$ cat src/rtl/voiceq_pkg.sv
package voiceq_pkg;

   localparam logic [7:0] POP_CODE  = 8'h8F;
   localparam logic [7:0] WAVE_TAG  = 8'h60;
   localparam logic [7:0] RAMP_TAG  = 8'h80;
   localparam logic [7:0] IDLE_CODE = 8'hE8;

   typedef enum logic [1:0] {
      SRC_NONE = 2'd0,
      SRC_WAVE = 2'd1,
      SRC_RAMP = 2'd2
   } src_e;

   function automatic logic [7:0] format_status(src_e s, logic [4:0] v);
      case (s)
         SRC_WAVE: return WAVE_TAG | {3'b000, v};
         SRC_RAMP: return RAMP_TAG | {3'b000, v};
         default:  return IDLE_CODE;
      endcase
   endfunction

endpackage

$ cat src/rtl/voiceq_prio_enc.sv
// Lowest-index-first grant over the scanned part of a request vector.
module voiceq_prio_enc #(
   parameter int WIDTH = 32,
   parameter int SCAN  = 31,
   parameter int IDX_W = 5
) (
   input  logic [WIDTH-1:0] req_i,
   output logic             any_o,
   output logic             hit_o,
   output logic [WIDTH-1:0] grant_o,
   output logic [IDX_W-1:0] idx_o
);

   for (genvar i = 0; i < WIDTH; i++) begin : g_bit
      if (i >= SCAN) begin : g_dead
         assign grant_o[i] = 1'b0;
      end else if (i == 0) begin : g_first
         assign grant_o[i] = req_i[0];
      end else begin : g_live
         assign grant_o[i] = req_i[i] & ~(|req_i[i-1:0]);
      end
   end

   assign any_o = |req_i;
   assign hit_o = |grant_o;

   always_comb begin
      idx_o = '0;
      for (int i = 0; i < WIDTH; i++) begin
         if (grant_o[i]) idx_o = IDX_W'(i);
      end
   end

endmodule

$ cat src/rtl/voiceq_mask_bank.sv
// One pending mask: set pulses win over a same-cycle take, wipe wins over all.
module voiceq_mask_bank #(
   parameter int WIDTH = 32
) (
   input  logic             clk_i,
   input  logic             rst_ni,
   input  logic [WIDTH-1:0] set_i,
   input  logic [WIDTH-1:0] take_i,
   input  logic             wipe_i,
   output logic [WIDTH-1:0] mask_o
);

   logic [WIDTH-1:0] mask_q;

   always_ff @(posedge clk_i or negedge rst_ni) begin
      if (!rst_ni)     mask_q <= '0;
      else if (wipe_i) mask_q <= '0;
      else             mask_q <= (mask_q & ~take_i) | set_i;
   end

   assign mask_o = mask_q;

endmodule

$ cat src/rtl/voiceq_pop_ctrl.sv
// Chooses the source of a pop, forms the status byte and the clear strobes.
module voiceq_pop_ctrl
   import voiceq_pkg::*;
#(
   parameter int WIDTH = 32,
   parameter int IDX_W = 5
) (
   input  logic             clk_i,
   input  logic             rst_ni,
   input  logic             pop_i,
   input  logic             wave_any_i,
   input  logic             wave_hit_i,
   input  logic [WIDTH-1:0] wave_grant_i,
   input  logic [IDX_W-1:0] wave_idx_i,
   input  logic             ramp_hit_i,
   input  logic [WIDTH-1:0] ramp_grant_i,
   input  logic [IDX_W-1:0] ramp_idx_i,
   output logic [WIDTH-1:0] wave_take_o,
   output logic [WIDTH-1:0] ramp_take_o,
   output logic [7:0]       status_o,
   output logic [WIDTH-1:0] wave_clr_o,
   output logic [WIDTH-1:0] ramp_clr_o
);

   src_e       src;
   logic [4:0] voice;
   logic [7:0] status_q;
   logic [WIDTH-1:0] wclr_q, rclr_q;

   // Any waveform bit, even an unscanned one, blocks the ramp mask.
   always_comb begin
      src = SRC_NONE;
      if (pop_i) begin
         if (wave_any_i) begin
            if (wave_hit_i) src = SRC_WAVE;
         end else if (ramp_hit_i) begin
            src = SRC_RAMP;
         end
      end
   end

   assign voice       = (src == SRC_WAVE) ? 5'(wave_idx_i) : 5'(ramp_idx_i);
   assign wave_take_o = (src == SRC_WAVE) ? wave_grant_i : '0;
   assign ramp_take_o = (src == SRC_RAMP) ? ramp_grant_i : '0;

   always_ff @(posedge clk_i or negedge rst_ni) begin
      if (!rst_ni) begin
         status_q <= IDLE_CODE;
         wclr_q   <= '0;
         rclr_q   <= '0;
      end else begin
         if (pop_i) status_q <= format_status(src, voice);
         wclr_q <= wave_take_o;
         rclr_q <= ramp_take_o;
      end
   end

   assign status_o   = status_q;
   assign wave_clr_o = wclr_q;
   assign ramp_clr_o = rclr_q;

endmodule

$ cat src/rtl/voice_irq_queue.sv
module voice_irq_queue
   import voiceq_pkg::*;
#(
   parameter int NUM_VOICES  = 32,
   parameter int SCAN_VOICES = 31
) (
   input  logic                  clk_i,
   input  logic                  rst_ni,
   input  logic [NUM_VOICES-1:0] wave_set_i,
   input  logic [NUM_VOICES-1:0] ramp_set_i,
   input  logic                  fsel_wr_i,
   input  logic [7:0]            fsel_data_i,
   input  logic                  crst_wr_i,
   input  logic [7:0]            crst_data_i,
   input  logic                  other_irq_i,
   output logic [7:0]            status_o,
   output logic [NUM_VOICES-1:0] wave_clr_o,
   output logic [NUM_VOICES-1:0] ramp_clr_o,
   output logic                  gstat_wave_o,
   output logic                  gstat_ramp_o,
   output logic                  irq_o
);

   localparam int IDX_W = (NUM_VOICES > 1) ? $clog2(NUM_VOICES) : 1;

   if (NUM_VOICES < 2 || NUM_VOICES > 32) begin : g_bad_voices
      $error("NUM_VOICES must lie in 2..32 to fit the status byte");
   end
   if (SCAN_VOICES < 1 || SCAN_VOICES > NUM_VOICES) begin : g_bad_scan
      $error("SCAN_VOICES must lie in 1..NUM_VOICES");
   end

   logic                  wipe, pop;
   logic [NUM_VOICES-1:0] wave_mask, ramp_mask;
   logic [NUM_VOICES-1:0] wave_grant, ramp_grant, wave_take, ramp_take;
   logic [IDX_W-1:0]      wave_idx, ramp_idx;
   logic                  wave_any, wave_hit, ramp_any, ramp_hit;

   assign wipe = crst_wr_i & ~crst_data_i[0];
   assign pop  = fsel_wr_i & (fsel_data_i == POP_CODE) & ~wipe;

   voiceq_mask_bank #(.WIDTH(NUM_VOICES)) u_wave_bank (
      .clk_i(clk_i), .rst_ni(rst_ni), .set_i(wave_set_i),
      .take_i(wave_take), .wipe_i(wipe), .mask_o(wave_mask));

   voiceq_mask_bank #(.WIDTH(NUM_VOICES)) u_ramp_bank (
      .clk_i(clk_i), .rst_ni(rst_ni), .set_i(ramp_set_i),
      .take_i(ramp_take), .wipe_i(wipe), .mask_o(ramp_mask));

   voiceq_prio_enc #(.WIDTH(NUM_VOICES), .SCAN(SCAN_VOICES), .IDX_W(IDX_W)) u_wave_enc (
      .req_i(wave_mask), .any_o(wave_any), .hit_o(wave_hit),
      .grant_o(wave_grant), .idx_o(wave_idx));

   voiceq_prio_enc #(.WIDTH(NUM_VOICES), .SCAN(SCAN_VOICES), .IDX_W(IDX_W)) u_ramp_enc (
      .req_i(ramp_mask), .any_o(ramp_any), .hit_o(ramp_hit),
      .grant_o(ramp_grant), .idx_o(ramp_idx));

   voiceq_pop_ctrl #(.WIDTH(NUM_VOICES), .IDX_W(IDX_W)) u_pop (
      .clk_i(clk_i), .rst_ni(rst_ni), .pop_i(pop),
      .wave_any_i(wave_any), .wave_hit_i(wave_hit),
      .wave_grant_i(wave_grant), .wave_idx_i(wave_idx),
      .ramp_hit_i(ramp_hit), .ramp_grant_i(ramp_grant), .ramp_idx_i(ramp_idx),
      .wave_take_o(wave_take), .ramp_take_o(ramp_take),
      .status_o(status_o), .wave_clr_o(wave_clr_o), .ramp_clr_o(ramp_clr_o));

   assign gstat_wave_o = wave_any;
   assign gstat_ramp_o = ramp_any;
   assign irq_o        = wave_any | ramp_any | other_irq_i;

endmodule

$ cat config.mk
export PLATFORM = sky130hd
export DESIGN_NAME = voice_irq_queue
export DESIGN_NICKNAME = d
export VERILOG_FILES = /design/src/rtl/voiceq_pkg.sv /design/src/rtl/voiceq_prio_enc.sv /design/src/rtl/voiceq_mask_bank.sv /design/src/rtl/voiceq_pop_ctrl.sv /design/src/rtl/voice_irq_queue.sv
export SDC_FILE = /design/constraint.sdc
export NUM_CORES = 1
export LEC_CHECK = 0
export BUFFER_PORTS_ARGS = -buffer_cell sky130_fd_sc_hd__buf_4
export CAP_MARGIN = 20
export CORE_AREA = 2 2 159 161
export CTS_CLUSTER_DIAMETER = 150
export DETAILED_ROUTE_END_ITERATION = 7
export DIE_AREA = 0 0 161 163
export HOLD_SLACK_MARGIN = 0.08
export PLACE_DENSITY = 0.5
export SLEW_MARGIN = 20
export SYNTH_ARGS = -nofsm -noshare
export SYNTH_HDL_FRONTEND = slang
export SYNTH_SLANG_ARGS = --single-unit
$ cat constraint.sdc
create_clock -name clk_i -period 3.9 [get_ports clk_i]
set_clock_uncertainty 0.15 [all_clocks]
set_input_delay 0 -clock clk_i [delete_from_list [all_inputs] [get_ports clk_i]]
set_output_delay 0 -clock clk_i [all_outputs]
set_load 0.005 [all_outputs]
# Yosys cells after proc, flatten, opt, wreduce, memory -nomap -nowiden

Cells that the tools add are included.

Flip-flop bits (word level): 136
Input bits: 85
Output and inout bits: 75
Logic and storage cells: 273

Equal/unequal tests: 3
Mux-type cells: 70
Bitwise operators: 133
Reduce and logical (&&, ||, !) cells: 62

Operators with widths:

| kind              | number |
|---|---|
| $mux W5           | 59 |
| $and A32 B32 Y32  | 2 |
| $mux W32          | 2 |
| $not A32 Y32      | 2 |
| $or A32 B32 Y32   | 2 |
| $reduce_or A32 Y1 | 2 |
| $and A1 B1 Y1     | 63 |
| $mux W31          | 2 |
| $not A1 Y1        | 62 |
| $reduce_or A31 Y1 | 2 |
| $reduce_or A30 Y1 | 2 |
| $reduce_or A29 Y1 | 2 |
| $reduce_or A28 Y1 | 2 |
| $reduce_or A27 Y1 | 2 |
| $reduce_or A26 Y1 | 2 |
| $reduce_or A25 Y1 | 2 |
| $reduce_or A24 Y1 | 2 |
| $reduce_or A23 Y1 | 2 |
| $reduce_or A22 Y1 | 2 |
| $reduce_or A21 Y1 | 2 |
| $reduce_or A20 Y1 | 2 |
| $reduce_or A19 Y1 | 2 |
| $reduce_or A18 Y1 | 2 |
| $reduce_or A17 Y1 | 2 |
| other kinds (22)  | 42 |

# Longest topological paths before layout

Gate-level depths: netlist of run 1.

Word-level depth: 34
Gate-level depth with buffers: 13
Mapped depth without buffers: 12

# Modules after synthesis

A second synthesis of run 1 with hierarchy kept.

Cell total of the unflattened synthesis: 659
Area total of the unflattened synthesis: 6533.8 um^2

Modules (own cells, without submodules):

| module           | times used | cells an instance | area each (um^2) | seq. area each (um^2) |
|---|---|---|---|---|
| voiceq_mask_bank | 2          | 131               | 1315.0           | 800.8 |
| voiceq_pop_ctrl  | 1          | 169               | 2413.6           | 1780.5 |
| voiceq_prio_enc  | 2          | 111               | 721.9            | 0.0 |
| voice_irq_queue  | 1          | 6                 | 46.3             | 0.0 |

# Least setup slack after synthesis of run 1

OpenSTA, ideal clock, no wires.

Path type: flip-flop to flip-flop
Start point: reg u_wave_bank.mask_q[0] (netlist: u_wave_bank.mask_o[0])
End point: reg u_ramp_bank.mask_q[7] (netlist: u_ramp_bank.mask_o[7])
Setup time: 136 ps
Data arrival time: 2971 ps
Path slack: 643 ps
Cell stages (with the launch flop): 13
Buffers on the path: 2
Clock period less this slack: 3257 ps
Path through: dfrtp_1 buf_6 nor4_4 nand3_2 or3_4 or3_4 a211o_1 inv_1 ha_1 clkbuf_1 nand3_1 o21ai_0 a21oi_1

RTL lines:

| item                   | line                   | text |
|---|---|---|
| from (decl)            | voiceq_mask_bank.sv:13 | `logic [WIDTH-1:0] mask_q;` |
| from (signal assigned) | voiceq_mask_bank.sv:18 | `else mask_q <= (mask_q & ~take_i) \| set_i;` |
| $reduce_or A32 Y1      | voiceq_prio_enc.sv:24  | `assign any_o = \|req_i;` |
| named net gstat_wave_o | voice_irq_queue.sv:19  | `output logic gstat_wave_o,` |
| $mux W2                | voiceq_pop_ctrl.sv:34  | `if (wave_any_i) begin` |
| $mux W2                | voiceq_pop_ctrl.sv:33  | `if (pop_i) begin` |
| $eq A2 B2 Y1           | voiceq_pop_ctrl.sv:44  | `assign ramp_take_o = (src == SRC_RAMP) ? ramp_grant_i : '0;` |
| $mux W31               | voiceq_pop_ctrl.sv:44  |  |
| $not A32 Y32           | voiceq_mask_bank.sv:18 |  |
| $and A32 B32 Y32       | voiceq_mask_bank.sv:18 |  |
| $or A32 B32 Y32        | voiceq_mask_bank.sv:18 |  |
| $mux W32               | voiceq_mask_bank.sv:17 | `else if (wipe_i) mask_q <= '0;` |
| to (signal assigned)   | voiceq_mask_bank.sv:18 |  |
| to (decl)              | voiceq_mask_bank.sv:13 |  |

The timed path passes the listed nets, and every way through them passes these cells.
A chain may end at the register's enable or synchronous reset.

# Final worst setup path of run 1

Start point: reg u_wave_bank.mask_q[25] (netlist: u_wave_bank.mask_o[25])
End point: reg u_ramp_bank.mask_q[18] (netlist: u_ramp_bank.mask_o[18])

Longest elaborated chain between the ends: 13

RTL lines:

| item                                      | line                   | text |
|---|---|---|
| $reduce_or A30 Y1 (tied with other cells) | voiceq_prio_enc.sv:20  | `assign grant_o[i] = req_i[i] & ~(\|req_i[i-1:0]);` |
| $not A1 Y1                                | voiceq_prio_enc.sv:20  |  |
| $and A1 B1 Y1                             | voiceq_prio_enc.sv:20  |  |
| $reduce_or A31 Y1                         | voiceq_prio_enc.sv:25  | `assign hit_o = \|grant_o;` |
| $mux W1                                   | voiceq_pop_ctrl.sv:35  | `if (wave_hit_i) src = SRC_WAVE;` |
| $mux W2 (*)                               | voiceq_pop_ctrl.sv:34  |  |
| $mux W2 (*)                               | voiceq_pop_ctrl.sv:33  |  |
| $eq A2 B2 Y1 (*)                          | voiceq_pop_ctrl.sv:44  |  |
| $mux W31 (*)                              | voiceq_pop_ctrl.sv:44  |  |
| $not A32 Y32 (*)                          | voiceq_mask_bank.sv:18 |  |
| $and A32 B32 Y32 (*)                      | voiceq_mask_bank.sv:18 |  |
| $or A32 B32 Y32 (*)                       | voiceq_mask_bank.sv:18 |  |
| $mux W32 (*)                              | voiceq_mask_bank.sv:17 |  |

Every way passes the cells marked *; elsewhere a longest branch is shown, timed or not.

==> results of run 1 <==
## through the flow
stage,area (um2),std cells
global placement,7600,1109
detailed placement,7600,1109
global route,8920,1208
floorplan,6050,640
CTS,8920,1208
finish,8920,1208
## where the power goes
group          leakage [nW]  internal, mW  switching, mW
Clock                 0.298          1.07          0.632
Sequential             1.67          1.44         0.0992
Combinational          2.15         0.175          0.156
## how the worst max path moves through the flow
stage                                                 from                                to  slack, ns  cells past startpoint
after global routing      u_wave_bank.mask_o[25]$_DFF_PN0_  u_ramp_bank.mask_o[11]$_DFF_PN0_       0.02                     11
final                     u_wave_bank.mask_o[25]$_DFF_PN0_  u_ramp_bank.mask_o[18]$_DFF_PN0_       0.24                     11
after detailed placement  u_wave_bank.mask_o[25]$_DFF_PN0_  u_ramp_bank.mask_o[18]$_DFF_PN0_       0.20                     11
after global placement     u_wave_bank.mask_o[1]$_DFF_PN0_  u_ramp_bank.mask_o[18]$_DFF_PN0_       0.30                     11
after CTS                 u_wave_bank.mask_o[25]$_DFF_PN0_  u_ramp_bank.mask_o[18]$_DFF_PN0_       0.19                     11
after floorplan            u_wave_bank.mask_o[0]$_DFF_PN0_   u_ramp_bank.mask_o[7]$_DFF_PN0_       0.64                     12
## registers in the layout (all words and copies together), names as in the netlist
signal              cells
u_ramp_bank.mask_o     32
u_wave_bank.mask_o     32
u_pop.ramp_clr_o       31
u_pop.wave_clr_o       31
u_pop.status_o          7
## cell usage in the layout (no fill, tap or decap), types with 4 or more instances in the layout
cell / netlist / layout
buf_4: 4 / 168
clkbuf_16: 0 / 17
nor3_1: 13 / 13
inv_1: 59 / 59
nor2_1: 98 / 98
dlygate4sd3_1: 0 / 66
a21oi_1: 76 / 76
clkbuf_8: 0 / 4
and2_1: 5 / 5
o31ai_1: 5 / 5
nor4_1: 7 / 7
clkinvlp_4: 0 / 4
and3_1: 12 / 12
nand4_1: 5 / 5
o21ai_0: 36 / 36
o31a_1: 6 / 6
nand3_1: 19 / 19
or4_1: 8 / 8
dfrtp_1: 130 / 130
or3_1: 7 / 7
nor3b_1: 18 / 18
nand2_1: 35 / 35
o211ai_1: 8 / 8
## metal layers
metal / vias up / share of wire / global-route usage
met4: 0 / 0.013 / 0.0410
met1: 2629 / 0.46 / 0.184
li1: 2661 / - / -
met3: 17 / 0.042 / 0.0306
met5: - / 0 / 0
met2: 118 / 0.48 / 0.247
## final cells by class
type,instances,share of cell area
clock buffers,21,0.0539
multi-input cells,418,0.265
inverters,59,0.0248
flip-flops and latches,133,0.374
clock inverters,11,0.0166
well taps,330,0.0463
repair buffers,236,0.220
## worst max-delay path, cell delays in order, from the launching register on
cell and delay, ns:
dfrtp_1 0.42, nor4_1 0.57, nand3_1 0.17, or3_4 0.36, or3_4 0.38, a211o_1 0.31, inv_1 0.06, ha_1 0.29
nand3_1 0.21, or3_1 0.39, a21oi_1 0.16, nor2_1 0.05
## logic make-up after synthesis
| kind of cell | after synthesis | share of synthesized area |
|---|---|---|
| AOI/OAI and AO/OA | 158 | 0.155 |
| adders and majority gates | 2 | 0.00414 |
| DFF | 133 | 0.551 |
| and+or+nand+nor | 256 | 0.229 |
| buffers and inverters | 89 | 0.0602 |
| other | 1 | 0.000620 |
==> flow_summary_export.csv, run 1 <==
group,metric,value,unit
outcome,status,"finished, final reports clean",
clocking,cts_setup_buffers,0,
worst_setup_path,rrSetupSlack,0.24,ns
route,antenna_left,0,
clocking,insertion_delay,0.42,ns
grt,grt_overflow,0,
min_path,hold_path_end,"u_pop.status_o[3]$_DFFE_PN1P_",
layout,syn_to_final_growth,47.5,%
floorplan,die_w,161,um
floorplan,coreArea,24700,um2
synth,ys_ff_latch,133,
min_path,worst_hold_startpoint,"fsel_data_i[1]",
clocking,ctsHoldBuffers,67,
synth,syn_area,6050,um2
sta,setup_viol,0,
layout,multi_input_area,2360,um2
worst_setup_path,cp_max_fo,6,
synth,synth_edf_count,0,
min_path,hold_depth,5,
grt,grt_max_degree,65,
floorplan,num_io_pins,160,
sta,slew_headroom,0.487,
synth,synth_top_area_share,0.538,
layout,diodes,0,
layout,regArea,3330,um2
worst_setup_path,arrival,3.80,ns
sta,tightest_slew,0.770,ns
sta,finalHoldViolCount,0,
worst_setup_path,worstPathRequired,4.03,ns
synth,synth_area_leader_cell,"dfrtp_1",
pwr,leakage,4.11,nW
floorplan,dieHeight,163,um
grt,grtUsageTotal,0.144,
sta,min_period,3.66,ns
clocking,cts.sink_count,133,
grt,grt_pass1_wl,29200,um
clocking,cts_tree,"built",
synth,synthTopCellsByCount,"dfrtp_1 (130), nor2_1 (98), a21oi_1 (76), inv_1 (59), o21ai_0 (36)",
placement,place_congestion,0.768,
worst_setup_path,criticalPathCategory,"flop to flop",
floorplan,start_util,0.245,
synth,synth_ff_type,"dfrtp_1",
worst_setup_path,reg2reg_from,"u_wave_bank.mask_o[25]$_DFF_PN0_",
worst_setup_path,r2r_cells,11,
layout,fill_cells,2590,
layout,nNetsFinal,952,
run,drv_cap,0,
clocking,clkTransAtPathRegs,0.06,ns
synth,syn_avg_cell_area,9.46,um2
route,post_drt_wl_per_cell,15.3,um
placement,dp_hpwl,13100,um
floorplan,rows,58,
placement,numPortBuffers,150,
sta,timing.fmax,0.273,GHz
worst_setup_path,cp-start-kind,"flop",
clocking,clk_path_buf_depth,2,
route,drcViolationCount,0,
clocking,cts_buffers,17,
route,num_vias,5425,
synth,synthArstFlopShare,1.00,
synth,synth_most_common_cell,"dfrtp_1",
route,dr.pass1.iters,4,
sta,tns,0,ns
sta,timing.hold.ws,0.0731,ns
route,finalWirelength,18500,um
placement,post-place-ws,0.204,ns
route,avgViaCountPerCell,4.49,
clocking,root_buffer,"clkbuf_16",
floorplan,die-area,26200,um2
pwr,power.total,3.58,mW
grt,grt_antenna_before_repair,0,
layout,drive_gt1_frac,0.254,
grt,grt_pass1_vias,5472,
synth,yosysUniqueCellTypes,59,
sta,finalMaxSlewViolations,0,
clocking,cts_resized,0,
sta,rsz0062_at_grt,"no",
sta,setup_ws,0.235,ns
worst_setup_path,reg2reg_to,"u_ramp_bank.mask_o[18]$_DFF_PN0_",
layout,fin_util,0.361,
route,drtIter0Drc,272,
min_path,hp-class,"input pin to flop",
synth,yosys-top-cells-area,"dfrtp_1 (54%), a21oi_1 (6.3%), nor2_1 (6.1%)",
sta,fin_crit_sh,0.940,
pwr,irDropWorstVdd,0.202,mV
synth,yosys_warnings,0,
clocking,htreeDepth,4,
pwr,power_density,401,nW/um2
synth,seq_area_frac_synth,0.551,
synth,syn_inst,639,
worst_setup_path,endpoint_kind,"flop",
No activity file was read; power rests on OpenSTA's default activity.
==> run 2, diff against run 1 <==
==> constraint.sdc (replaced) <==
create_clock -name clk_i -period 3.9 [get_ports clk_i]
set_clock_uncertainty 0.15 [all_clocks]
set_input_delay 0.39 -clock clk_i [delete_from_list [all_inputs] [get_ports clk_i]]
set_output_delay 0.39 -clock clk_i [all_outputs]
set_load 0.005 [all_outputs]
==> flow_summary_export.csv, run 2 (synthesized netlist as in run 1, its figures left out) <==
group,metric,value,unit
placement,dp.cells,1111,
sta,setup_ws,0.340,ns
floorplan,die-area,26200,um2
route,post_drt_wl_per_cell,15.0,um
clocking,clk_path_buf_depth,2,
layout,syn_to_final_growth,46.0,%
worst_setup_path,cp_max_fo,6,
placement,place_congestion,0.749,
grt,top_usage_layer,"met2",
floorplan,dieHeight,163,um
sta,timing.fmax,0.281,GHz
pwr,power_frac_clock,0.458,
floorplan,num_io_pins,160,
clocking,cts.sink_count,133,
floorplan,coreArea,24700,um2
clocking,insertion_delay,0.42,ns
pwr,sw_frac_of_total,0.255,
worst_setup_path,crit_chain,"or3_4, nand3b_4, or3_4, or3_4, a211o_1, ha_1, inv_2, nand2_1, nor3_2, a21boi_1, o2111ai_1, o211ai_1",
grt,grt_max_degree,81,
grt,grtUsageTotal,0.142,
sta,finalMaxSlewViolations,0,
route,drtIter0Drc,224,
route,drcViolationCount,0,
pwr,power_density,390,nW/um2
outcome,status,"finished, final reports clean",
sta,min_period,3.56,ns
sta,rsz0062_at_grt,"no",
sta,fin_crit_sh,0.913,
worst_setup_path,slowest_delay,0.43,ns
pwr,p_switching,878,uW
route,dr.pass1.iters,4,
worst_setup_path,criticalPathCategory,"flop to flop",
pwr,p_seq_frac,0.447,
worst_setup_path,crit_top_cell,"or3_4",
pwr,leakage,4.08,nW
placement,post-place-ws,0.178,ns
placement,dp_hpwl,12900,um
route,avgViaCountPerCell,4.45,
grt,met3_usage,0.0290,
sta,finalHoldViolCount,0,
worst_setup_path,arrival,3.75,ns
worst_setup_path,worstPathRequired,4.09,ns
route,finalWirelength,18100,um
grt,met2_usage,0.238,
floorplan,rows,58,
clocking,root_buffer,"clkbuf_16",
worst_setup_path,endpoint_kind,"flop",
route,num_vias,5364,
pwr,internal-power,2.57,mW
min_path,hp-class,"input pin to flop",
placement,numPortBuffers,150,
layout,mostFrequentLayoutCells,"buf_4 (170), dfrtp_1 (130), nor2_1 (98), a21oi_1 (76), dlygate4sd3_1 (62)",
clocking,cts_buffers,17,
layout,drive_gt1_frac,0.257,
run,drv_cap,0,
layout,mostFrequentLayoutCell,"buf_4",
grt,met1_usage,0.185,
floorplan,die_w,161,um
grt,grt_pass1_wl,28900,um
grt,grt_overflow,0,
grt,grt_antenna_before_repair,0,
pwr,irDropWorstVdd,0.172,mV
sta,tightest_slew,0.776,ns
worst_setup_path,cp-start-kind,"flop",
route,antenna_left,0,
sta,slew_headroom,0.483,
sta,tns,0,ns
layout,fill_cells,2569,
layout,diodes,0,
clocking,clkTransAtPathRegs,0.06,ns
worst_setup_path,slowest_stage,"or3_4",
sta,setup_viol,0,
clocking,cts_tree,"built",
clocking,htreeDepth,4,
pwr,pwr-share-comb,0.095,
sta,timing.hold.ws,0.106,ns
pwr,power.total,3.44,mW
layout,nNetsFinal,950,
floorplan,start_util,0.245,
grt,grt_pass1_vias,5371,
layout,final_cells,1205,
==> run 2: routing by layer <==
| layer | vias to the layer above | part of all wire |
|---|---|---|
| met3 | 8 | 0.046 |
| met2 | 130 | 0.48 |
| met4 | 0 | 0.0070 |
| met1 | 2560 | 0.46 |
| li1 | 2666 | - |
| met5 | - | 0 |
==> run 2: power by group through the flow <==
| stage | sequential (mW) | clock, mW | combinational, mW |
|---|---|---|---|
| after global placement | 1.56 | 0 | 0.281 |
| after CTS | 1.54 | 1.62 | 0.334 |
| after detailed placement | 1.56 | 0 | 0.282 |
| after floorplan | 1.52 | 0 | 0.163 |
| after global routing | 1.55 | 1.68 | 0.370 |
| final | 1.54 | 1.58 | 0.327 |
==> run 2: worst paths after layout <==
path                                                  start                               to  slack (ns)  cells after the start
hold reg to reg               u_pop.status_o[3]$_DFFE_PN1P_    u_pop.status_o[3]$_DFFE_PN1P_        0.31                      2
setup / recovery           u_wave_bank.mask_o[12]$_DFF_PN0_    u_pop.status_o[0]$_DFFE_PN0P_        0.34                     12
min in group asynchronous                            rst_ni   u_pop.ramp_clr_o[23]$_DFF_PN0_        0.46                      2
setup reg to reg           u_wave_bank.mask_o[12]$_DFF_PN0_    u_pop.status_o[0]$_DFFE_PN0P_        0.34                     12
max in group asynchronous                            rst_ni    u_pop.ramp_clr_o[0]$_DFF_PN0_        2.39                      3
hold / removal                                wave_set_i[1]  u_wave_bank.mask_o[1]$_DFF_PN0_        0.11                      3
==> run 2: cell type report <==
cell class	instances	area, um2	area share
clock buffers	18	439	0.0497
multi-input cells	418	2360	0.268
inverters	59	221	0.0251
flip-flops and latches	133	3330	0.377
clock inverters	13	134	0.0152
well taps	330	413	0.0468
repair buffers	234	1930	0.218
==> run 2: worst max-delay path, delay by kind of cell, from the launching register on <==
family                     cells  cell delay (ns)
adders and majority gates      1             0.27
buffers and inverters          1             0.14
and+or+nand+nor                6             1.71
DFF                            1             0.42
AOI/OAI and AO/OA              4             0.78
==> run 2: what timing repair did <==
item / in CTS / in global routing
endpoints found under the hold margin: 137 / 0
hold buffers: 62 / 0
gates resized for setup: 0 / 1
setup buffers: 0 / 1
setup endpoints to repair: 0 / 1
==> run 2: stage by stage <==
stage                     area (um2)   util
final                           8830  0.358
after global routing            8830  0.358
after CTS                       8820  0.358
after detailed placement        7630  0.309
after global placement          7630  0.309
after floorplan                 6050      -
==> run 3, diff against run 2 <==
==> constraint.sdc (replaced) <==
create_clock -name clk_i -period 3.9 [get_ports clk_i]
set_clock_uncertainty 0.15 [all_clocks]
set_input_delay 1.17 -clock clk_i [delete_from_list [all_inputs] [get_ports clk_i]]
set_output_delay 1.17 -clock clk_i [all_outputs]
set_load 0.005 [all_outputs]
==> flow_summary_export.csv, run 3 (synthesized netlist as in run 1, its figures left out) <==
group,metric,value,unit
pwr,p_seq_frac,0.463,
pwr,internal-power,2.51,mW
worst_setup_path,r2r_cells,13,
grt,grt_overflow,0,
pwr,irDropWorstVdd,0.216,mV
worst_setup_path,cp-start-kind,"flop",
worst_setup_path,arrival,2.64,ns
route,drcViolationCount,0,
clocking,clkTransAtPathRegs,0.06,ns
placement,post-place-ws,-0.209,ns
sta,setup_viol,1,
route,post_drt_wl_per_cell,15.3,um
pwr,p_switching,818,uW
layout,nNetsFinal,916,
sta,tightest_slew,0.747,ns
sta,setup_ws,-0.0555,ns
placement,place_congestion,0.803,
pwr,leakage,3.95,nW
pwr,pwr-share-comb,0.088,
pwr,sw_frac_of_total,0.246,
floorplan,coreArea,24700,um2
placement,dp_hpwl,13300,um
sta,slew_headroom,0.502,
route,finalWirelength,18000,um
outcome,status,"complete, but fails checks",
floorplan,start_util,0.245,
sta,finalHoldViolCount,0,
route,drtIter0Drc,235,
layout,mostFrequentLayoutCell,"buf_4",
clocking,cts_tree,"built",
floorplan,die_w,161,um
pwr,power_density,391,nW/um2
floorplan,dieHeight,163,um
clocking,cts_buffers,17,
sta,fin_crit_sh,1.01,
worst_setup_path,endpoint_kind,"output port",
clocking,clk_path_buf_depth,2,
pwr,power_frac_clock,0.449,
floorplan,die-area,26200,um2
worst_setup_path,criticalPathCategory,"flop to output port",
sta,timing.fmax,0.253,GHz
route,avgViaCountPerCell,4.50,
layout,mostFrequentLayoutCells,"buf_4 (195), dfrtp_1 (126), nor2_1 (98), a21oi_1 (76), inv_1 (58)",
layout,drive_gt1_frac,0.308,
clocking,cts.sink_count,133,
min_path,hp-class,"flop to flop",
run,drv_cap,0,
sta,finalMaxSlewViolations,0,
clocking,root_buffer,"clkbuf_16",
clocking,insertion_delay,0.42,ns
clocking,htreeDepth,4,
outcome,violations,"negative setup slack",
min_path,hold_depth,2,
floorplan,rows,58,
layout,syn_to_final_growth,40.7,%
layout,fin_util,0.345,
grt,grt_max_degree,65,
placement,numPortBuffers,150,
grt,grt_pass1_vias,5247,
sta,min_period,3.96,ns
floorplan,num_io_pins,160,
grt,grt_pass1_wl,28400,um
sta,rsz0062_at_grt,"yes",
layout,diodes,0,
grt,grtUsageTotal,0.141,
grt,grt_antenna_before_repair,0,
worst_setup_path,cp_max_fo,5,
route,num_vias,5275,
worst_setup_path,worstPathRequired,2.58,ns
clocking,ctsHoldBuffers,0,
route,antenna_left,0,
route,dr.pass1.iters,5,
-- run 3: cell types whose count changed in the layout (fill, tap and decap cells not counted), moves of 4 or more --
cell | before | now
clkbuf_1 | 0 | 7
dfrtp_2 | 0 | 4
dfrtp_1 | 130 | 126
dlygate4sd3_1 | 62 | 0
buf_4 | 170 | 195
-- run 3: final timing paths --
path,endpoint,slack [ns],startpoint
max,irq_o,-0.06,u_wave_bank.mask_o[13]$_DFF_PN0_
min,u_pop.status_o[7]$_DFFE_PN1P_,0.33,u_pop.status_o[7]$_DFFE_PN1P_
max reg2reg,u_pop.status_o[0]$_DFFE_PN0P_,0.42,u_wave_bank.mask_o[13]$_DFF_PN0_
min reg2reg,u_pop.status_o[7]$_DFFE_PN1P_,0.33,u_pop.status_o[7]$_DFFE_PN1P_
max in group asynchronous,u_wave_bank.mask_o[7]$_DFF_PN0_,2.32,rst_ni
min in group asynchronous,u_pop.ramp_clr_o[23]$_DFF_PN0_,0.60,rst_ni
-- run 3: critical path, cell delays in order, from the launching register on --
cell and delay (ns):
dfrtp_1 0.39, or3_4 0.41, nand3b_4 0.17, or3_4 0.39
or3_4 0.37, or3_1 0.35, buf_4 0.14
-- run 3: metal layers --
layer  vias to the layer above  share of wire  global-route usage
met2                       130           0.48               0.230
met1                      2524           0.47               0.186
met5                         -              0                   0
met4                         0          0.012              0.0450
met3                        13          0.044              0.0313
li1                       2608              -                   -
-- run 3: power by group through the flow --
stage	sequential, mW	clock, mW	combinational (mW)
floorplan	1.52	0	0.164
global placement	1.56	0	0.288
detailed placement	1.56	0	0.289
CTS	1.54	1.54	0.299
global route	1.55	1.61	0.331
finish	1.54	1.49	0.292
-- run 3: through the flow --
step / hold slack, ns / TNS [ns] / cells / total power, mW / cell area [um2]
final: 0.330 / -0.0555 / 1172 / 3.32 / 8510
after global routing: 0.378 / -0.122 / 1172 / 3.50 / 8510
after CTS: 0.339 / -0.0574 / 1172 / 3.38 / 8510
after detailed placement: 0.322 / -0.953 / 1134 / 1.85 / 7890
after global placement: 0.318 / -0.757 / 1134 / 1.85 / 7890
after floorplan: 0.298 / 0 / 640 / 1.68 / 6120
-- run 3: final cells by class --
type                    instances  area (um2)
clock buffers                  27         493
repair buffers                200        1560
flip-flops and latches        133        3340
fillers                      2571       16200
inverters                      59         221
well taps                     330         413
clock inverters                 5        50.0
multi-input cells             418        2440
-- run 3: what timing repair did --
item / CTS / global route
pin swaps: 4 / 0
resized for setup: 6 / 2
setup buffers: 6 / 0
endpoints found under the setup margin: 2 / 1
endpoints found under the hold margin: 0 / 0
